## src/rtl/alu8_pkg.sv

```systemverilog
package alu8_pkg;
  localparam int DW    = 8;
  localparam int NFLAG = 6;
  localparam int FC = 0;
  localparam int FZ = 1;
  localparam int FN = 2;
  localparam int FV = 3;
  localparam int FS = 4;
  localparam int FH = 5;
  localparam int WW = 2 * DW;

  localparam logic [NFLAG-1:0] M_ALL   = 6'b111111;
  localparam logic [NFLAG-1:0] M_ZNVS  = 6'b011110;
  localparam logic [NFLAG-1:0] M_ZCNVS = 6'b011111;

  typedef enum logic [4:0] {
    OP_ADD, OP_ADC, OP_SUB, OP_SBC, OP_CMP, OP_CMPC,
    OP_AND, OP_OR, OP_XOR, OP_INV, OP_NEG, OP_INC, OP_DEC,
    OP_SHL, OP_SHR, OP_ROTL, OP_ROTR, OP_ASHR, OP_NSWP,
    OP_WADD, OP_WSUB
  } alu_op_e;

  // returns {half_carry, carry, sum}
  function automatic logic [DW+1:0] add_core(input logic [DW-1:0] x, y, input logic ci);
    logic [4:0]  lo;
    logic [DW:0] full;
    lo   = {1'b0, x[3:0]} + {1'b0, y[3:0]} + {4'b0000, ci};
    full = {1'b0, x} + {1'b0, y} + {{DW{1'b0}}, ci};
    return {lo[4], full[DW], full[DW-1:0]};
  endfunction

  // returns {half_borrow, borrow, difference}
  function automatic logic [DW+1:0] sub_core(input logic [DW-1:0] x, y, input logic ci);
    logic [4:0]  lo;
    logic [DW:0] full;
    lo   = {1'b0, x[3:0]} - {1'b0, y[3:0]} - {4'b0000, ci};
    full = {1'b0, x} - {1'b0, y} - {{DW{1'b0}}, ci};
    return {lo[4], full[DW], full[DW-1:0]};
  endfunction
endpackage

```

## src/rtl/alu8_byte_unit.sv

```systemverilog
module alu8_byte_unit
  import alu8_pkg::*;
(
  input  alu_op_e          op,
  input  logic [DW-1:0]    a,
  input  logic [DW-1:0]    b,
  input  logic [NFLAG-1:0] flg_in,
  output logic [DW-1:0]    res,
  output logic             wr,
  output logic [NFLAG-1:0] mask,
  output logic [NFLAG-1:0] flg_new
);
  logic [DW+1:0] hcr;
  logic          h, c, v, n, z, z_sticky;
  logic          c_in;

  assign c_in = flg_in[FC];

  always_comb begin
    hcr      = '0;
    res      = a;
    h        = flg_in[FH];
    c        = flg_in[FC];
    v        = 1'b0;
    wr       = 1'b1;
    mask     = '0;
    z_sticky = 1'b0;
    unique case (op)
      OP_ADD, OP_ADC: begin
        hcr  = add_core(a, b, (op == OP_ADC) ? c_in : 1'b0);
        {h, c, res} = hcr;
        v    = (a[DW-1] == b[DW-1]) && (res[DW-1] != a[DW-1]);
        mask = M_ALL;
      end
      OP_SUB, OP_SBC, OP_CMP, OP_CMPC: begin
        hcr  = sub_core(a, b, (op == OP_SBC || op == OP_CMPC) ? c_in : 1'b0);
        {h, c, res} = hcr;
        v    = (a[DW-1] != b[DW-1]) && (res[DW-1] != a[DW-1]);
        mask = M_ALL;
        wr   = !(op == OP_CMP || op == OP_CMPC);
        z_sticky = (op == OP_SBC || op == OP_CMPC);
      end
      OP_NEG: begin
        hcr  = sub_core('0, a, 1'b0);
        {h, c, res} = hcr;
        v    = a[DW-1] && res[DW-1];
        mask = M_ALL;
      end
      OP_AND:  begin res = a & b; mask = M_ZNVS; end
      OP_OR:   begin res = a | b; mask = M_ZNVS; end
      OP_XOR:  begin res = a ^ b; mask = M_ZNVS; end
      OP_INV:  begin res = ~a; c = 1'b1; mask = M_ZCNVS; end
      OP_INC:  begin res = a + 1'b1; v = (res == {1'b1, {(DW-1){1'b0}}}); mask = M_ZNVS; end
      OP_DEC:  begin res = a - 1'b1; v = (res == {1'b0, {(DW-1){1'b1}}}); mask = M_ZNVS; end
      OP_SHL:  begin res = {a[DW-2:0], 1'b0};  c = a[DW-1]; v = res[DW-1] ^ c; mask = M_ZCNVS; end
      OP_SHR:  begin res = {1'b0, a[DW-1:1]};  c = a[0];    v = res[DW-1] ^ c; mask = M_ZCNVS; end
      OP_ROTL: begin res = {a[DW-2:0], c_in};  c = a[DW-1]; v = res[DW-1] ^ c; mask = M_ZCNVS; end
      OP_ROTR: begin res = {c_in, a[DW-1:1]};  c = a[0];    v = res[DW-1] ^ c; mask = M_ZCNVS; end
      OP_ASHR: begin res = {a[DW-1], a[DW-1:1]}; c = a[0];  v = res[DW-1] ^ c; mask = M_ZCNVS; end
      OP_NSWP: begin res = {a[3:0], a[DW-1:4]}; end
      default: begin wr = 1'b0; end
    endcase
    n = res[DW-1];
    z = (res == '0) && (!z_sticky || flg_in[FZ]);
    flg_new        = '0;
    flg_new[FC]    = c;
    flg_new[FZ]    = z;
    flg_new[FN]    = n;
    flg_new[FV]    = v;
    flg_new[FS]    = n ^ v;
    flg_new[FH]    = h;
  end
endmodule

```

## src/rtl/alu8_word_seq.sv

```systemverilog
module alu8_word_seq
  import alu8_pkg::*;
(
  input  logic             clk,
  input  logic             rst_n,
  input  logic             start,
  input  logic             sub,
  input  logic [DW-1:0]    lo,
  input  logic [DW-1:0]    hi,
  input  logic [DW-1:0]    imm,
  output logic             busy,
  output logic [NFLAG-1:0] wflg,
  output logic [WW-1:0]    word_res,
  output logic             word_done
);
  logic [DW-1:0] lo_q, hi_q, hi_new;
  logic          cy_q, sub_q;
  logic [DW:0]   lo_sum;
  logic [WW-1:0] full;
  logic          wn, wv, wc;

  assign lo_sum = sub ? ({1'b0, lo} - {1'b0, imm}) : ({1'b0, lo} + {1'b0, imm});
  assign hi_new = sub_q ? (hi_q - {{(DW-1){1'b0}}, cy_q}) : (hi_q + {{(DW-1){1'b0}}, cy_q});
  assign full   = {hi_new, lo_q};
  assign wn     = hi_new[DW-1];
  assign wv     = sub_q ? (hi_q[DW-1] && !hi_new[DW-1]) : (!hi_q[DW-1] && hi_new[DW-1]);
  assign wc     = sub_q ? (hi_new[DW-1] && !hi_q[DW-1]) : (!hi_new[DW-1] && hi_q[DW-1]);

  always_comb begin
    wflg     = '0;
    wflg[FC] = wc;
    wflg[FZ] = (full == '0);
    wflg[FN] = wn;
    wflg[FV] = wv;
    wflg[FS] = wn ^ wv;
  end

  always_ff @(posedge clk) begin
    if (!rst_n) begin
      busy <= 1'b0; word_done <= 1'b0; word_res <= '0;
      lo_q <= '0; hi_q <= '0; cy_q <= 1'b0; sub_q <= 1'b0;
    end else begin
      word_done <= busy;
      if (busy) begin
        word_res <= full;
        busy     <= 1'b0;
      end else if (start) begin
        lo_q  <= lo_sum[DW-1:0];
        cy_q  <= lo_sum[DW];
        hi_q  <= hi;
        sub_q <= sub;
        busy  <= 1'b1;
      end
    end
  end

  p_word_start_r12: assert property (@(posedge clk) disable iff (!rst_n)
    (start && !busy) |=> busy);
  p_word_finish_r12: assert property (@(posedge clk) disable iff (!rst_n)
    busy |=> (!busy && word_done));
endmodule

```

## src/rtl/alu8_core.sv

```systemverilog
module alu8_core
  import alu8_pkg::*;
(
  input  logic             clk,
  input  logic             rst_n,
  input  logic             op_valid,
  input  logic [4:0]       op_sel,
  input  logic [DW-1:0]    opnd_a,
  input  logic [DW-1:0]    opnd_b,
  input  logic [DW-1:0]    pair_hi,
  output logic [DW-1:0]    res,
  output logic             res_we,
  output logic [NFLAG-1:0] flag_upd,
  output logic [NFLAG-1:0] status,
  output logic             busy,
  output logic [WW-1:0]    word_res,
  output logic             word_done
);
  alu_op_e          op;
  logic             is_word, accept, byte_go, word_go, b_wr;
  logic [NFLAG-1:0] b_mask, b_flg, w_flg, status_q;

  assign op      = alu_op_e'(op_sel);
  assign is_word = (op == OP_WADD) || (op == OP_WSUB);
  assign accept  = op_valid && !busy;
  assign byte_go = accept && !is_word;
  assign word_go = accept && is_word;

  alu8_byte_unit u_byte (
    .op(op), .a(opnd_a), .b(opnd_b), .flg_in(status_q),
    .res(res), .wr(b_wr), .mask(b_mask), .flg_new(b_flg)
  );

  alu8_word_seq u_word (
    .clk(clk), .rst_n(rst_n), .start(word_go), .sub(op == OP_WSUB),
    .lo(opnd_a), .hi(pair_hi), .imm(opnd_b),
    .busy(busy), .wflg(w_flg), .word_res(word_res), .word_done(word_done)
  );

  assign res_we   = byte_go && b_wr;
  assign flag_upd = byte_go ? b_mask : '0;
  assign status   = status_q;

  always_ff @(posedge clk) begin
    if (!rst_n)       status_q <= '0;
    else if (busy)    status_q <= (status_q & ~M_ZCNVS) | (w_flg & M_ZCNVS);
    else if (byte_go) status_q <= (status_q & ~b_mask) | (b_flg & b_mask);
  end

  p_s_is_n_xor_v_r11: assert property (@(posedge clk) disable iff (!rst_n)
    status_q[FS] == (status_q[FN] ^ status_q[FV]));
  p_mask_hold_r13: assert property (@(posedge clk) disable iff (!rst_n)
    byte_go |=> (((status_q ^ $past(status_q)) & ~$past(flag_upd)) == '0));
  p_cmp_no_write_r4: assert property (@(posedge clk) disable iff (!rst_n)
    (op_valid && (op == OP_CMP || op == OP_CMPC)) |-> !res_we);
  p_swap_no_flags_r10: assert property (@(posedge clk) disable iff (!rst_n)
    (byte_go && op == OP_NSWP) |=> $stable(status_q));
  p_incdec_keep_c_r7: assert property (@(posedge clk) disable iff (!rst_n)
    (byte_go && (op == OP_INC || op == OP_DEC)) |=> (status_q[FC] == $past(status_q[FC])));
  p_busy_no_write_r12: assert property (@(posedge clk) disable iff (!rst_n)
    busy |-> (!res_we && flag_upd == '0));
endmodule

```

## config.mk

```make
export PLATFORM = sky130hd
export DESIGN_NAME = alu8_core
export DESIGN_NICKNAME = d
export VERILOG_FILES = /design/src/rtl/alu8_pkg.sv /design/src/rtl/alu8_byte_unit.sv /design/src/rtl/alu8_word_seq.sv /design/src/rtl/alu8_core.sv
export SDC_FILE = /design/constraint.sdc
export NUM_CORES = 1
export LEC_CHECK = 0
export BUFFER_PORTS_ARGS = -buffer_cell sky130_fd_sc_hd__buf_2
export CORE_ASPECT_RATIO = 1.5
export CORE_MARGIN = 3
export CORE_UTILIZATION = 30
export DETAILED_ROUTE_END_ITERATION = 10
export PLACE_DENSITY = 0.48
export SETUP_SLACK_MARGIN = 0.02
export SYNTH_ARGS = -nofsm -noshare
export SYNTH_HDL_FRONTEND = slang
export SYNTH_SLANG_ARGS = --single-unit
```

## constraint.sdc

```tcl
create_clock -name clk -period 5.05 [get_ports clk]
set_input_delay 1.01 -clock clk [delete_from_list [all_inputs] [get_ports clk]]
set_output_delay 1.01 -clock clk [all_outputs]
set_load 0.005 [all_outputs]
```

-- Yosys cells after proc, flatten, opt, wreduce, memory -nomap -nowiden
Cells that the tools add are included.
- word-level logic and storage cells: 115
- input port bits: 32
- output and inout bits: 39
- flip-flop bits (word level): 42
- add/sub/neg operators: 14
- equal/unequal tests: 26
- mux-type cells: 17
- bitwise logic cells: 16
- reductions and logical operators: 34
- operators by type and width (cell ; count):
    8-bit one-hot mux with 15 select lines ; 1
    5-bit by 4-bit equality test with 1-bit output (second input constant) ; 8
    5-bit equality test (second input constant) ; 5
    5-bit by 3-bit equality test with 1-bit output (second input constant) ; 4
    6-bit two-way mux ; 3
    6-bit one-hot mux with 3 select lines ; 1
    16-bit zero test ; 1
    15-bit OR reduction ; 1
    6-bit AND ; 2
    5-bit by 2-bit equality test with 1-bit output (second input constant) ; 2
    1-bit logical AND ; 10
    8-bit by 8-bit adder with 9-bit output ; 1
    9-bit by 1-bit adder with 9-bit output ; 1
    9-bit two-way mux ; 1
    1-bit one-hot mux with 9 select lines ; 1
    1-bit by 8-bit subtractor with 9-bit output (first input constant) ; 1
    8-bit by 8-bit subtractor with 9-bit output ; 1
    9-bit by 1-bit subtractor with 9-bit output ; 1
    8-bit by 1-bit adder with 8-bit output ; 1
    8-bit by 1-bit adder with 8-bit output (second input constant) ; 1
    8-bit AND ; 1
    8-bit by 7-bit equality test with 1-bit output (second input constant) ; 1
    8-bit equality test (second input constant) ; 1
    8-bit zero test ; 1
    34 further kinds ; 56

-- Logic depth before layout (Yosys ltp)
Gate-level depths: netlist of the first run.
- word-level depth: 12
- gate-level depth with buffers: 15
- gate-level depth less buffers: 13

-- Modules after synthesis
From an unflattened synthesis of the first run, not the netlist that was laid out.
- cells, all modules: 736
- area total of the unflattened synthesis: 5425.2 µm²
- modules (own cells, without submodules) (module ; times used ; seq. area each (µm²) ; area an instance (µm²) ; cells each):
    alu8_byte_unit ; 1 ; 0.0 ; 2767.7 ; 415
    alu8_word_seq ; 1 ; 720.7 ; 2263.4 ; 268
    alu8_core ; 1 ; 120.1 ; 394.1 ; 53

-- Worst setup path before layout of the first run
OpenSTA, ideal clock, no wires.
- kind: input to output
- start: input opnd_a[4]
- end: output res[6]
- arrival time: 3.363 ns
- data required time: 4.040 ns
- setup slack: 0.677 ns
- path buffers: 2
- stages: 12
- cells stage by stage: clkbuf_1 > inv_1 > ha_1 > buf_2 > and2_1 > a221oi_2 > nand2_1 > xor2_1 > nand3_1 > xor2_1 > o22ai_1 > o32a_1
- cells in the longest elaborated chain, start to end: 3
- elaborated cells between the ends (all ways): 8
- classes of those cells: add/sub (7); mux (1)
- ends and longest elaborated chain (what ; line ; text):
    from (decl) ; alu8_core.sv:8 ; input logic [DW-1:0] opnd_a,
    8-bit by 8-bit subtractor with 9-bit output or 8-bit by 8-bit adder with 9-bit output (tied branches) ; alu8_pkg.sv:37, alu8_pkg.sv:28 ;
    9-bit by 1-bit subtractor with 9-bit output or 9-bit by 1-bit adder with 9-bit output (tied branches) ; alu8_pkg.sv:37, alu8_pkg.sv:28 ;
    8-bit one-hot mux with 15 select lines (*) ; alu8_byte_unit.sv:28 ; unique case (op)
    to (decl) ; alu8_core.sv:11 ; output logic [DW-1:0] res,
Mark *: on every way between the ends. The rest lies on a longest branch, timed or not.

-- Final worst setup path of the first run
- start: input opnd_a[3]
- end: output res[6]
The elaborated chain is that of the path after synthesis.

==> results.txt, run 1 <==
----------------------------------------------------
[Timing]
  # setup viols final ... 0
  Max-slew violations ... 0
  Count of final hold-check violations ... 0
  Maximum clock frequency ... 208 MHz
  Clock period minus final worst setup slack ... 4.80 ns
  Final period utilization ... 0.951
  Slew at the pin closest to its max-slew limit ... 1.21 ns
  Worst clock skew ... 0.00667 ns
  Unrepaired setup endpoints after global routing ... false
  Post-route setup TNS ... 0 ns
  Slew headroom ... 0.186

[Synth]
  EDFF count, synth ... 0
  #FFs+latches synth ... 42
  Area share of the largest cell type after synthesis ... 0.171
  Net count of the mapped netlist ... 737
  Yosys warning total ... 0
  Multiplexer area fraction after synthesis ... 0.0491
  Combinational family with the most area after synthesis ... simple AND/OR/NAND/NOR gates
  Sequential share of the synthesized area ... 0.171
  Synth Area in Adders ... 0.132
  Xor/xnor cell area share of the yosys netlist ... 0.0827
  Average cell area after synthesis ... 7.50 um2
  Most frequent cell after synthesis ... nor2_1
  Async set-or-reset flop fraction in the synthesized netlist ... 0
  Cell type contributing the most total cell area after synthesis ... dfxtp_1
  Basic-gate share of the synthesized area counting and, or, nand and nor cells ... 0.247
  List of most frequent post-synthesis cells ... 80 x nor2_1, 46 x nand2_1, 44 x ha_1
  Total standard cell area after synthesis ... 4920 um2
  Netlist cell types ... 77
  Compound-gate portion of the synthesized area ... 0.245
  Most used flip-flop cell after synthesis ... dfxtp_1
  Syn Inst Count ... 656
  Leading cell types by total area after synthesis ... dfxtp_1 17%, ha_1 11%, nor2_1 6.1%

[Pwr]
  Reported leakage power ... 2.52 nW
  Final total power ... 0.00118 W
  Peak supply drop ... 0.274 mV
  Power density cells ... 203 nW/um2

[CTS]
  Post-CTS Setup Bufs ... 0
  Number of instances resized during post-cts repair ... 0
  Worst-Skew Late Latency ... 0.29 ns
  Count of hold buffers inserted by post-cts repair ... 0
  Cell at the root of the clock tree ... clkbuf_16
  Number of levels in the clock H-tree ... 2
  Total clock buffers created by CTS ... 5
  CTS Buffer Depth ... 2
  Clock input transition at the sequential cells of the worst setup and hold paths ... 0.05 ns
  TritonCTS clock tree ... built
  Number of sinks driven by the clock tree ... 42

[Routing]
  Detailed-route via count ... 5369
  Number of DRC violations after detailed-routing iteration 0 ... 334
  DRC errors left ... 0
  ANT nets after route ... 0
  Post-DR wirelength/cell ... 23.0 um
  Post-detailed-routing wire length ... 21.6 mm
  Pre-antenna DRT Iters ... 5
  Via-to-Cell Ratio ... 5.72

[Final layout]
  # fillers ... 1719
  Signed area change from the synthesized netlist to the final layout ... 18.5%
  Antenna diode instance count ... 0
  Nets ... 817
  Fraction of layout cells with a size suffix above 1 ... 0.185

[Min path]
  Classification of the worst-slack hold path ... reg -> reg

[Critical path]
  Nature of the critical path endpoint ... output port
  Crit path arrival time ... 3.79 ns
  Largest fanout on the critical path ... 6
  Nature of the critical path startpoint ... input port
  Category of the critical setup timing path ... in -> out
  Required time worst endpoint ... 4.04 ns

[Global routing]
  Maximum number of pins on one net before global-route repair ... 38
  Overall Global Routing Usage ... 0.238
  Total overflow reported by the global router ... 0
  Global-route wire length before repair ... 33.1 mm
  Number of antenna violations at the first check in global routing ... 0
  Vias in the first global route ... 5584

[Floorplanning]
  Overall die area ... 18000 um2
  Placement row count ... 56
  Die height ... 163 um
  Starting density of the core ... 0.311
  Core area ... 15800 um2
  Io pins ... 71
  Die Wd ... 111 um

[Placement]
  Gp weighted congestion ... 0.983
  Number of port buffers ... 70
  Post-detailed-placement half-perimeter wirelength ... 17.7 mm

[Flow run]
  Reported max-cap violation count ... 0

[Status]
  Run status ... finished clean

----------------------------------------------------
==> power breakdown <==
part / total [W] / switching, W / internal [W]
clock: 0.000369 / 0.000125 / 0.000244
combinational: 0.000470 / 0.000289 / 0.000180
sequential: 0.000344 / 0.00000608 / 0.000338
total: 0.00118 / 0.000421 / 0.000762
==> logic make-up (layout without fill, tap and decap cells) <==
logic type                 count (synthesis)  in the layout
DFF                                       42             42
buffers and inverters                     83            163
xor gates and xnor gates                  44             44
muxes                                     24             24
adders and majority gates                 49             49
AOI/OAI and AO/OA                        169            169
and+or+nand+nor                          245            245
==> layer usage <==
layer | routed length [um] | vias up | global-route usage
met5 | 0 | - | 0
met4 | 1540 | 0 | 0.150
met3 | 854 | 68 | 0.0242
met2 | 11100 | 193 | 0.437
met1 | 8150 | 2557 | 0.261
li1 | - | 2551 | -
==> layout by cell type (no fill, tap or decap), types with 9 or more instances in the layout <==
cell	count
buf_2	70
nand2_1	46
nand3_1	16
a31oi_1	9
buf_4	46
o22ai_1	10
a221oi_1	14
nor3_1	24
a21oi_1	31
nand2b_1	10
and3_1	9
ha_1	44
xor2_1	12
o21ai_0	30
mux2i_1	23
inv_1	38
dfxtp_1	42
xnor2_1	30
nor2_1	80
==> cell type report <==
class                           instances  area, um2  area share
Clock inverter                          1       30.0     0.00515
Sequential cell                        42        841       0.144
Clock buffer                            6        139      0.0238
Timing Repair Buffer                  116        696       0.119
Multi-Input combinational cell        531       3720       0.638
Inverter                               40        150      0.0258
Tap cell                              203        254      0.0436
==> critical path, stage by stage <==
cell      delay [ns]
buf_2           0.13
inv_1           0.19
ha_1            0.34
and2_1          0.22
a221oi_2        0.41
nand2_1         0.21
xor2_1          0.29
nand3_1         0.13
xor2_1          0.21
o22ai_1         0.16
o32a_1          0.36
buf_2           0.15
==> through the flow <==
stage / util / hold slack (ns) / instances / worst slack, ns / cell area [um2]
2_1_floorplan: - / 0.463 / 656 / 0.677 / 4920
3_3_place_gp: 0.357 / 0.465 / 932 / 0.291 / 5660
6_report: 0.368 / 0.484 / 939 / 0.249 / 5830
3_5_place_dp: 0.357 / 0.473 / 932 / 0.303 / 5660
4_1_cts: 0.368 / 0.480 / 939 / 0.293 / 5830
5_1_grt: 0.368 / 0.520 / 939 / 0.115 / 5830
==> final timing paths <==
check	end	from	slack, ns	cells past startpoint
max	res[6]	opnd_a[3]	0.25	12
min	u_word.word_res[8]	u_word.word_res[8]	0.48	2
max reg2reg	flip-flop	flip-flop	1.75	10
min reg2reg	u_word.word_res[8]	u_word.word_res[8]	0.48	2
Power figures use the tool's default switching activity.
==> run 2, diff against run 1 <==
--- a/config.mk
+++ b/config.mk
@@ -5,12 +5,12 @@
 export SDC_FILE = /design/constraint.sdc
 export NUM_CORES = 1
 export LEC_CHECK = 0
-export BUFFER_PORTS_ARGS = -buffer_cell sky130_fd_sc_hd__buf_2
 export CORE_ASPECT_RATIO = 1.5
 export CORE_MARGIN = 3
 export CORE_UTILIZATION = 30
 export DETAILED_ROUTE_END_ITERATION = 10
-export PLACE_DENSITY = 0.48
+export DONT_BUFFER_PORTS = 1
+export PLACE_DENSITY = 0.45
 export SETUP_SLACK_MARGIN = 0.02
 export SYNTH_ARGS = -nofsm -noshare
 export SYNTH_HDL_FRONTEND = slang
==> run 2 against run 1 <==
  * Worst hold slack gained 0.017 ns
  * Maximum frequency grew 3.4%
  * Core utilization shrank 3.9 points
  * Clock power shrank 14%
  * Cell area shrank 11%
  * Non-clock buffer count shrank 102
  * Via count shrank 6.0%
  * Count of clock-buffer cells in the layout shrank 1
  * Die area is the same
  * Global-route usage shrank 0.62 points
  * Combinational power shrank 19%
==> results.txt, run 2 (synthesis gave the netlist of run 1 again) <==
----------------------------------------------------
[Routing]
  Post-DR wirelength/cell ... 25.6 um (was 23.0 um)
  Detailed-route via count ... 5048 (was 5369)
  Post-detailed-routing wire length ... 21.4 mm (was 21.6 mm)
  Number of DRC violations after detailed-routing iteration 0 ... 337 (was 334)
  Pre-antenna DRT Iters ... 5 (unchanged)
  Routed length on met1 ... 7.33 mm (was 8.15 mm)
  Met3 WL ... 1.26 mm (was 854 um)
  Total length of routed met2 wires ... 11.2 mm (was 11.1 mm)
  Highest routed metal layer ... met4 (unchanged)
  DRC errors left ... 0 (unchanged)
  Via-to-Cell Ratio ... 6.02 (was 5.72)
  ANT nets after route ... 0 (unchanged)

[Timing]
  Clock period minus final worst setup slack ... 4.64 ns (was 4.80 ns)
  Maximum clock frequency ... 215 MHz (was 208 MHz)
  Final period utilization ... 0.919 (was 0.951)
  Post-route setup TNS ... 0 ns (unchanged)
  Worst clock skew ... 0.00521 ns (was 0.00667 ns)
  Unrepaired setup endpoints after global routing ... false (unchanged)
  Slew at the pin closest to its max-slew limit ... 1.00 ns (was 1.21 ns)
  # setup viols final ... 0 (unchanged)
  Count of final hold-check violations ... 0 (unchanged)
  Max-slew violations ... 0 (unchanged)
  Slew headroom ... 0.332 (was 0.186)

[Global routing]
  Vias in the first global route ... 5123 (was 5584)
  Global-route wire length before repair ... 32.1 mm (was 33.1 mm)
  Number of antenna violations at the first check in global routing ... 0 (unchanged)
  Total overflow reported by the global router ... 0 (unchanged)
  Overall Global Routing Usage ... 0.232 (was 0.238)
  Maximum number of pins on one net before global-route repair ... 38 (unchanged)

[Critical path]
  Nature of the critical path endpoint ... output port (unchanged)
  Top cell by count, worst path ... and3_1
  Worst r2r path cells ... 11 (was 10)
  Required time worst endpoint ... 4.04 ns (about the same)
  CP bufs+invs ... 1 (was 3)
  Largest fanout on the critical path ... 14 (was 6)
  Nature of the critical path startpoint ... input port (unchanged)
  Category of the critical setup timing path ... in -> out (unchanged)
  Ordered cell list for the critical path ... inv_1 -> ha_1 -> a211oi_1 -> nor2_1 -> xnor2_1 -> and3_1 -> and3_1 -> mux2i_1 -> a41oi_2 (was buf_2 -> inv_1 -> ha_1 -> and2_1 -> a221oi_2 -> nand2_1 -> xor2_1 -> nand3_1 -> xor2_1 -> o22ai_1 -> o32a_1 -> buf_2)
  Stage delay of the slowest cell on the critical path ... 0.53 ns (was 0.41 ns)
  Crit path arrival time ... 3.63 ns (was 3.79 ns)
  Slowest stage cell, crit path ... ha_1 (was a221oi_2)
  First element of the critical path ... opnd_a[2] (was opnd_a[3])
  Setup slack of the worst register-to-register path ... 1.48 ns (was 1.75 ns)
  Worst path top cell family by delay ... compound AO/OA/AOI/OAI gates (unchanged)

[Status]
  Run status ... finished clean (unchanged)

[CTS]
  Clock input transition at the sequential cells of the worst setup and hold paths ... 0.06 ns (was 0.05 ns)
  Post-CTS Setup Bufs ... 0 (unchanged)
  Worst-Skew Late Latency ... 0.29 ns (about the same)
  Number of levels in the clock H-tree ... 2 (unchanged)
  TritonCTS clock tree ... built (unchanged)
  Count of hold buffers inserted by post-cts repair ... 0 (unchanged)
  CTS Buffer Depth ... 2 (unchanged)
  Cell at the root of the clock tree ... clkbuf_16 (unchanged)
  Number of sinks driven by the clock tree ... 42 (unchanged)
  Total clock buffers created by CTS ... 5 (unchanged)
  Number of instances resized during post-cts repair ... 0 (unchanged)

[Final layout]
  Commonest cells after routing, fill and taps aside ... 80 x nor2_1, 46 x nand2_1, 44 x ha_1, 42 x dfxtp_1, 38 x inv_1 (was 80 x nor2_1, 70 x buf_2, 46 x nand2_1, 46 x buf_4, 44 x ha_1)
  Nets ... 715 (was 817)
  Post-Route Utilization ... 0.329 (was 0.368)
  Commonest non-fill, non-tap cell in the layout ... nor2_1 (unchanged)
  Signed area change from the synthesized netlist to the final layout ... 6.05% (was 18.5%)
  Antenna diode instance count ... 0 (unchanged)
  Fraction of layout cells with a size suffix above 1 ... 0.0551 (was 0.185)

[Floorplanning]
  Starting density of the core ... 0.311 (unchanged)
  Placement row count ... 56 (unchanged)
  Overall die area ... 18000 um2 (unchanged)
  Io pins ... 71 (unchanged)
  Core area ... 15800 um2 (unchanged)
  Die height ... 163 um (unchanged)
  Die Wd ... 111 um (unchanged)

[Placement]
  Number of port buffers ... 0 (was 70)
  Gp weighted congestion ... 1.04 (was 0.983)
  Post-detailed-placement half-perimeter wirelength ... 16.9 mm (was 17.7 mm)

[Pwr]
  Peak supply drop ... 0.240 mV (was 0.274 mV)
  Power density cells ... 199 nW/um2 (was 203 nW/um2)
  Comb pwr share ... 0.364 (was 0.397)
  Share of power burned in the clock network ... 0.304 (was 0.312)
  Fraction of power consumed by sequential logic ... 0.332 (was 0.291)
  Net switching power ... 0.000379 W (was 0.000421 W)
  Switching share of total power ... 0.364 (was 0.356)
  Total internal power ... 0.000661 W (was 0.000762 W)
  Reported leakage power ... 2.03 nW (was 2.52 nW)

[Min path]
  Classification of the worst-slack hold path ... reg -> reg (unchanged)
  Worst Hold Path Cells ... 2 (unchanged)
  Sink of the worst hold path ... u_word.word_res[9] (was u_word.word_res[8])
  Beginning of the worst hold path ... u_word.word_res[9] (was u_word.word_res[8])

[Flow run]
  Reported max-cap violation count ... 0 (unchanged)

----------------------------------------------------
run 2: how the worst max path moves through the flow:
| stage | endpoint | slack [ns] | cells past startpoint |
|---|---|---|---|
| global placement | res[7] | 0.51 | 9 |
| finish | res[7] | 0.41 | 9 |
| global route | res[7] | 0.23 | 9 |
| floorplan | res[6] | 0.68 | 12 |
| CTS | res[7] | 0.44 | 9 |
| detailed placement | res[7] | 0.46 | 9 |
run 2: layer usage:
layer,vias to the layer above,track usage
met4,0,0.160
met3,65,0.0353
met1,2407,0.238
li1,2350,-
met5,-,0
met2,226,0.430
run 2: power groups by stage:
stage               clock (W)  sequential [W]  combinational (W)
floorplan                   0        0.000350           0.000279
finish               0.000316        0.000345           0.000379
CTS                  0.000327        0.000345           0.000376
global placement            0        0.000352           0.000376
detailed placement          0        0.000353           0.000373
global route         0.000341        0.000346           0.000409
run 2: layout make-up:
cell class | count | area (um2)
Timing Repair Buffer | 14 | 105
Tap cell | 203 | 254
Clock buffer | 5 | 125
Fill cell | 1753 | 10600
Clock inverter | 3 | 21.3
Inverter | 40 | 150
Sequential cell | 42 | 841
Multi-Input combinational cell | 531 | 3720
run 2: worst reg2reg max path, cell delays in order, from the launching register on:
cell	delay, ns
dfxtp_1	0.52
nand2_1	0.09
nor2_1	0.19
inv_1	0.08
fa_1	0.49
a21oi_1	0.16
nor3_1	0.07
a2111oi_2	0.34
a21oi_1	0.24
or4_1	0.60
or4_1	0.52
o31ai_2	0.20
run 2: stage by stage:
stage	worst slack, ns	power [W]	hold slack (ns)	std cells	area (um2)
5_1_grt	0.234	0.00110	0.518	838	5220
3_3_place_gp	0.507	0.000728	0.485	830	5070
2_1_floorplan	0.677	0.000628	0.463	656	4920
3_5_place_dp	0.461	0.000725	0.490	830	5070
4_1_cts	0.443	0.00105	0.501	838	5220
6_report	0.409	0.00104	0.501	838	5220
==> run 3, diff against run 2 <==
--- a/config.mk
+++ b/config.mk
@@ -5,9 +5,11 @@
 export SDC_FILE = /design/constraint.sdc
 export NUM_CORES = 1
 export LEC_CHECK = 0
+export ABC_AREA = 1
 export CORE_ASPECT_RATIO = 1.5
 export CORE_MARGIN = 3
 export CORE_UTILIZATION = 30
+export CTS_CLUSTER_DIAMETER = 60
 export DETAILED_ROUTE_END_ITERATION = 10
 export DONT_BUFFER_PORTS = 1
 export PLACE_DENSITY = 0.45
==> run 3 against run 2 <==
  * Clock power about the same
  * Combinational power grew 2%
  * Worst setup slack worse by 0.042 ns
  * Synthesized cell count rose by 33%
  * Sequential share of layout area is 0.59 points lower
  * Power is 1.6% higher
  * Critical path type unchanged
  * Largest cell class unchanged
  * Largest power group unchanged
==> results.txt, run 3 <==
----------------------------------------------------
[Final layout]
  Commonest non-fill, non-tap cell in the layout ... nand2_1 (was nor2_1)
  Signed area change from the synthesized netlist to the final layout ... 5.84% (was 6.05%)
  Nets ... 936 (was 715)
  Commonest cells after routing, fill and taps aside ... 218 x nand2_1, 121 x inv_1, 108 x nor2_1, 78 x nand3_1, 54 x o21ai_0 (was 80 x nor2_1, 46 x nand2_1, 44 x ha_1, 42 x dfxtp_1, 38 x inv_1)
  Antenna diode instance count ... 0 (unchanged)
  Fraction of layout cells with a size suffix above 1 ... 0.0678 (was 0.0551)

[Critical path]
  Category of the critical setup timing path ... in -> out (unchanged)
  Setup slack of the worst register-to-register path ... 2.04 ns (was 1.48 ns)
  Crit path arrival time ... 3.67 ns (was 3.63 ns)
  Largest fanout on the critical path ... 12 (was 14)
  Worst r2r path cells ... 15 (was 11)
  Required time worst endpoint ... 4.04 ns (about the same)
  Nature of the critical path startpoint ... input port (unchanged)
  Nature of the critical path endpoint ... output port (unchanged)

[Routing]
  DRC errors left ... 0 (unchanged)
  Detailed-route via count ... 5532 (was 5048)
  Post-DR wirelength/cell ... 18.4 um (was 25.6 um)
  Via-to-Cell Ratio ... 5.21 (was 6.02)
  ANT nets after route ... 0 (unchanged)
  Pre-antenna DRT Iters ... 7 (was 5)
  Number of DRC violations after detailed-routing iteration 0 ... 339 (was 337)
  Post-detailed-routing wire length ... 19.6 mm (was 21.4 mm)

[Timing]
  Slew headroom ... 0.480 (was 0.332)
  Setup ws final ... 0.367 ns (was 0.409 ns)
  Max-slew violations ... 0 (unchanged)
  Unrepaired setup endpoints after global routing ... false (unchanged)
  Post-route setup TNS ... 0 ns (unchanged)
  Worst clock skew ... 0.00635 ns (was 0.00521 ns)
  Count of final hold-check violations ... 0 (unchanged)
  Slew at the pin closest to its max-slew limit ... 0.775 ns (was 1.00 ns)
  Clock period minus final worst setup slack ... 4.68 ns (was 4.64 ns)
  # setup viols final ... 0 (unchanged)
  Maximum clock frequency ... 214 MHz (was 215 MHz)
  Final period utilization ... 0.927 (was 0.919)

[Global routing]
  Global-route wire length before repair ... 30.2 mm (was 32.1 mm)
  Number of antenna violations at the first check in global routing ... 0 (unchanged)
  Global-route track usage on met2 ... 0.361 (was 0.430)
  Total overflow reported by the global router ... 0 (unchanged)
  Gr busiest metal ... met2 (unchanged)
  Met3 track demand over resource in global routing ... 0.0288 (was 0.0353)
  Vias in the first global route ... 5404 (was 5123)
  Overall Global Routing Usage ... 0.204 (was 0.232)
  Global Route met1 Usage ... 0.234 (was 0.238)
  Maximum number of pins on one net before global-route repair ... 35 (was 38)

[CTS]
  Worst-Skew Late Latency ... 0.29 ns (about the same)
  CTS Buffer Depth ... 2 (unchanged)
  Total clock buffers created by CTS ... 5 (unchanged)
  Number of sinks driven by the clock tree ... 42 (unchanged)
  TritonCTS clock tree ... built (unchanged)
  Count of hold buffers inserted by post-cts repair ... 0 (unchanged)
  Post-CTS Setup Bufs ... 0 (unchanged)
  Clock input transition at the sequential cells of the worst setup and hold paths ... 0.06 ns (about the same)
  Cell at the root of the clock tree ... clkbuf_16 (unchanged)
  Number of levels in the clock H-tree ... 2 (unchanged)
  Number of instances resized during post-cts repair ... 0 (unchanged)

[Synth]
  Most frequent cell after synthesis ... nand2_1 (was nor2_1)
  Async set-or-reset flop fraction in the synthesized netlist ... 0 (unchanged)
  Syn Inst Count ... 871 (was 656)
  EDFF count, synth ... 0 (unchanged)
  #FFs+latches synth ... 42 (unchanged)
  Leading cell types by total area after synthesis ... dfxtp_1 16%, nand2_1 16%, ha_1 11% (was dfxtp_1 17%, ha_1 11%, nor2_1 6.1%)
  Average cell area after synthesis ... 5.87 um2 (was 7.50 um2)
  Cell type contributing the most total cell area after synthesis ... dfxtp_1 (unchanged)
  Area share of the largest cell type after synthesis ... 0.164 (was 0.171)
  Most used flip-flop cell after synthesis ... dfxtp_1 (unchanged)
  Total standard cell area after synthesis ... 5120 um2 (was 4920 um2)
  Net count of the mapped netlist ... 952 (was 737)
  List of most frequent post-synthesis cells ... 218 x nand2_1, 121 x inv_1, 108 x nor2_1 (was 80 x nor2_1, 46 x nand2_1, 44 x ha_1)
  Sequential share of the synthesized area ... 0.164 (was 0.171)
  Yosys warning total ... 0 (unchanged)
  Netlist cell types ... 44 (was 77)

[Floorplanning]
  Placement row count ... 57 (was 56)
  Io pins ... 71 (unchanged)
  Overall die area ... 18700 um2 (was 18000 um2)
  Core area ... 16500 um2 (was 15800 um2)
  Starting density of the core ... 0.311 (about the same)
  Die Wd ... 113 um (was 111 um)
  Die height ... 166 um (was 163 um)

[Placement]
  Gp weighted congestion ... 0.860 (was 1.04)
  Worst slack, placed ... 0.413 ns (was 0.461 ns)
  Number of port buffers ... 0 (unchanged)
  Post-detailed-placement half-perimeter wirelength ... 16.0 mm (was 16.9 mm)

[Min path]
  Worst Hold Path Cells ... 2 (unchanged)
  Beginning of the worst hold path ... u_word.hi_q[0] (was u_word.word_res[9])
  Sink of the worst hold path ... u_word.hi_q[0] (was u_word.word_res[9])
  Classification of the worst-slack hold path ... reg -> reg (unchanged)

[Flow run]
  Reported max-cap violation count ... 0 (unchanged)

[Pwr]
  Reported leakage power ... 2.75 nW (was 2.03 nW)
  Peak supply drop ... 0.229 mV (was 0.240 mV)
  Power density cells ... 195 nW/um2 (was 199 nW/um2)

[Status]
  Run status ... finished clean (unchanged)

----------------------------------------------------
[run 3: changes by cell type in the layout (fill, tap and decap cells not counted), moves of 10 or more]
cell      delta
a221oi_1    -14
inv_1       +83
mux2i_1     -23
nand2_1    +172
nand2b_1    -10
nand3_1     +62
nor2_1      +28
nor2_2      +10
nor3_1      -16
o21ai_0     +24
xnor2_1     -27
[run 3: how the worst max path moves through the flow]
stage	startpoint	to	slack, ns	depth (start not counted)
floorplan	op_sel[4]	res[6]	0.89	19
global placement	op_sel[1]	res[7]	0.51	16
detailed placement	op_sel[1]	res[7]	0.41	16
CTS	op_sel[1]	res[7]	0.40	16
global route	op_sel[1]	res[6]	0.10	17
finish	op_sel[1]	res[7]	0.37	16
[run 3: power by group]
| part | switching [W] | internal (W) | total [W] |
|---|---|---|---|
| Clock | 0.000136 | 0.000183 | 0.000319 |
| Sequential | 0.00000968 | 0.000341 | 0.000351 |
| Combinational | 0.000271 | 0.000116 | 0.000387 |
| Total | 0.000417 | 0.000640 | 0.00106 |
[run 3: layer usage]
metal | part of all wire | vias to the layer above | routed length [um]
met5 | 0 | - | 0
li1 | - | 2761 | -
met2 | 0.50 | 183 | 9820
met3 | 0.049 | 54 | 964
met1 | 0.40 | 2534 | 7830
met4 | 0.049 | 0 | 961
[run 3: worst max-delay path, cell delays in order]
cell and delay, ns:
inv_2 0.09, nand2_1 0.12, o21ai_2 0.56, inv_1 0.18, nor3_1 0.24, ha_1 0.23, nand2_1 0.08, nor2_1 0.14
nand3_1 0.10, nor2_1 0.20, nand3_1 0.10, nand2_1 0.14, nand3_1 0.09, nand3_1 0.11, nand2_1 0.11, inv_1 0.15
[run 3: kinds of logic (layout without fill, tap and decap cells)]
family / Yosys count / in the layout / synth area share
DFF: 42 / 42 / 0.164
buffers and inverters: 164 / 149 / 0.129
adders and majority gates: 49 / 49 / 0.127
AOI/OAI and AO/OA: 132 / 132 / 0.146
xor gates and xnor gates: 17 / 17 / 0.0291
and+or+nand+nor: 467 / 467 / 0.404
[run 3: per-stage QoR]
stage	total power (W)	instances	instance area, um2	hold slack [ns]	utilization
after floorplan	0.000648	871	5120	0.433	-
after global placement	0.000747	1054	5270	0.460	0.320
after detailed placement	0.000743	1054	5270	0.465	0.320
after CTS	0.00106	1062	5420	0.474	0.329
after global routing	0.00113	1062	5420	0.497	0.329
final	0.00106	1062	5420	0.467	0.329
[run 3: cell type report]
cell class	instances	area [um2]
Multi-Input combinational cell	665	3620
Clock inverter	3	21.3
Timing Repair Buffer	6	45.0
Fill cell	1894	11100
Inverter	135	509
Clock buffer	5	125
Tap cell	206	258
Sequential cell	42	841
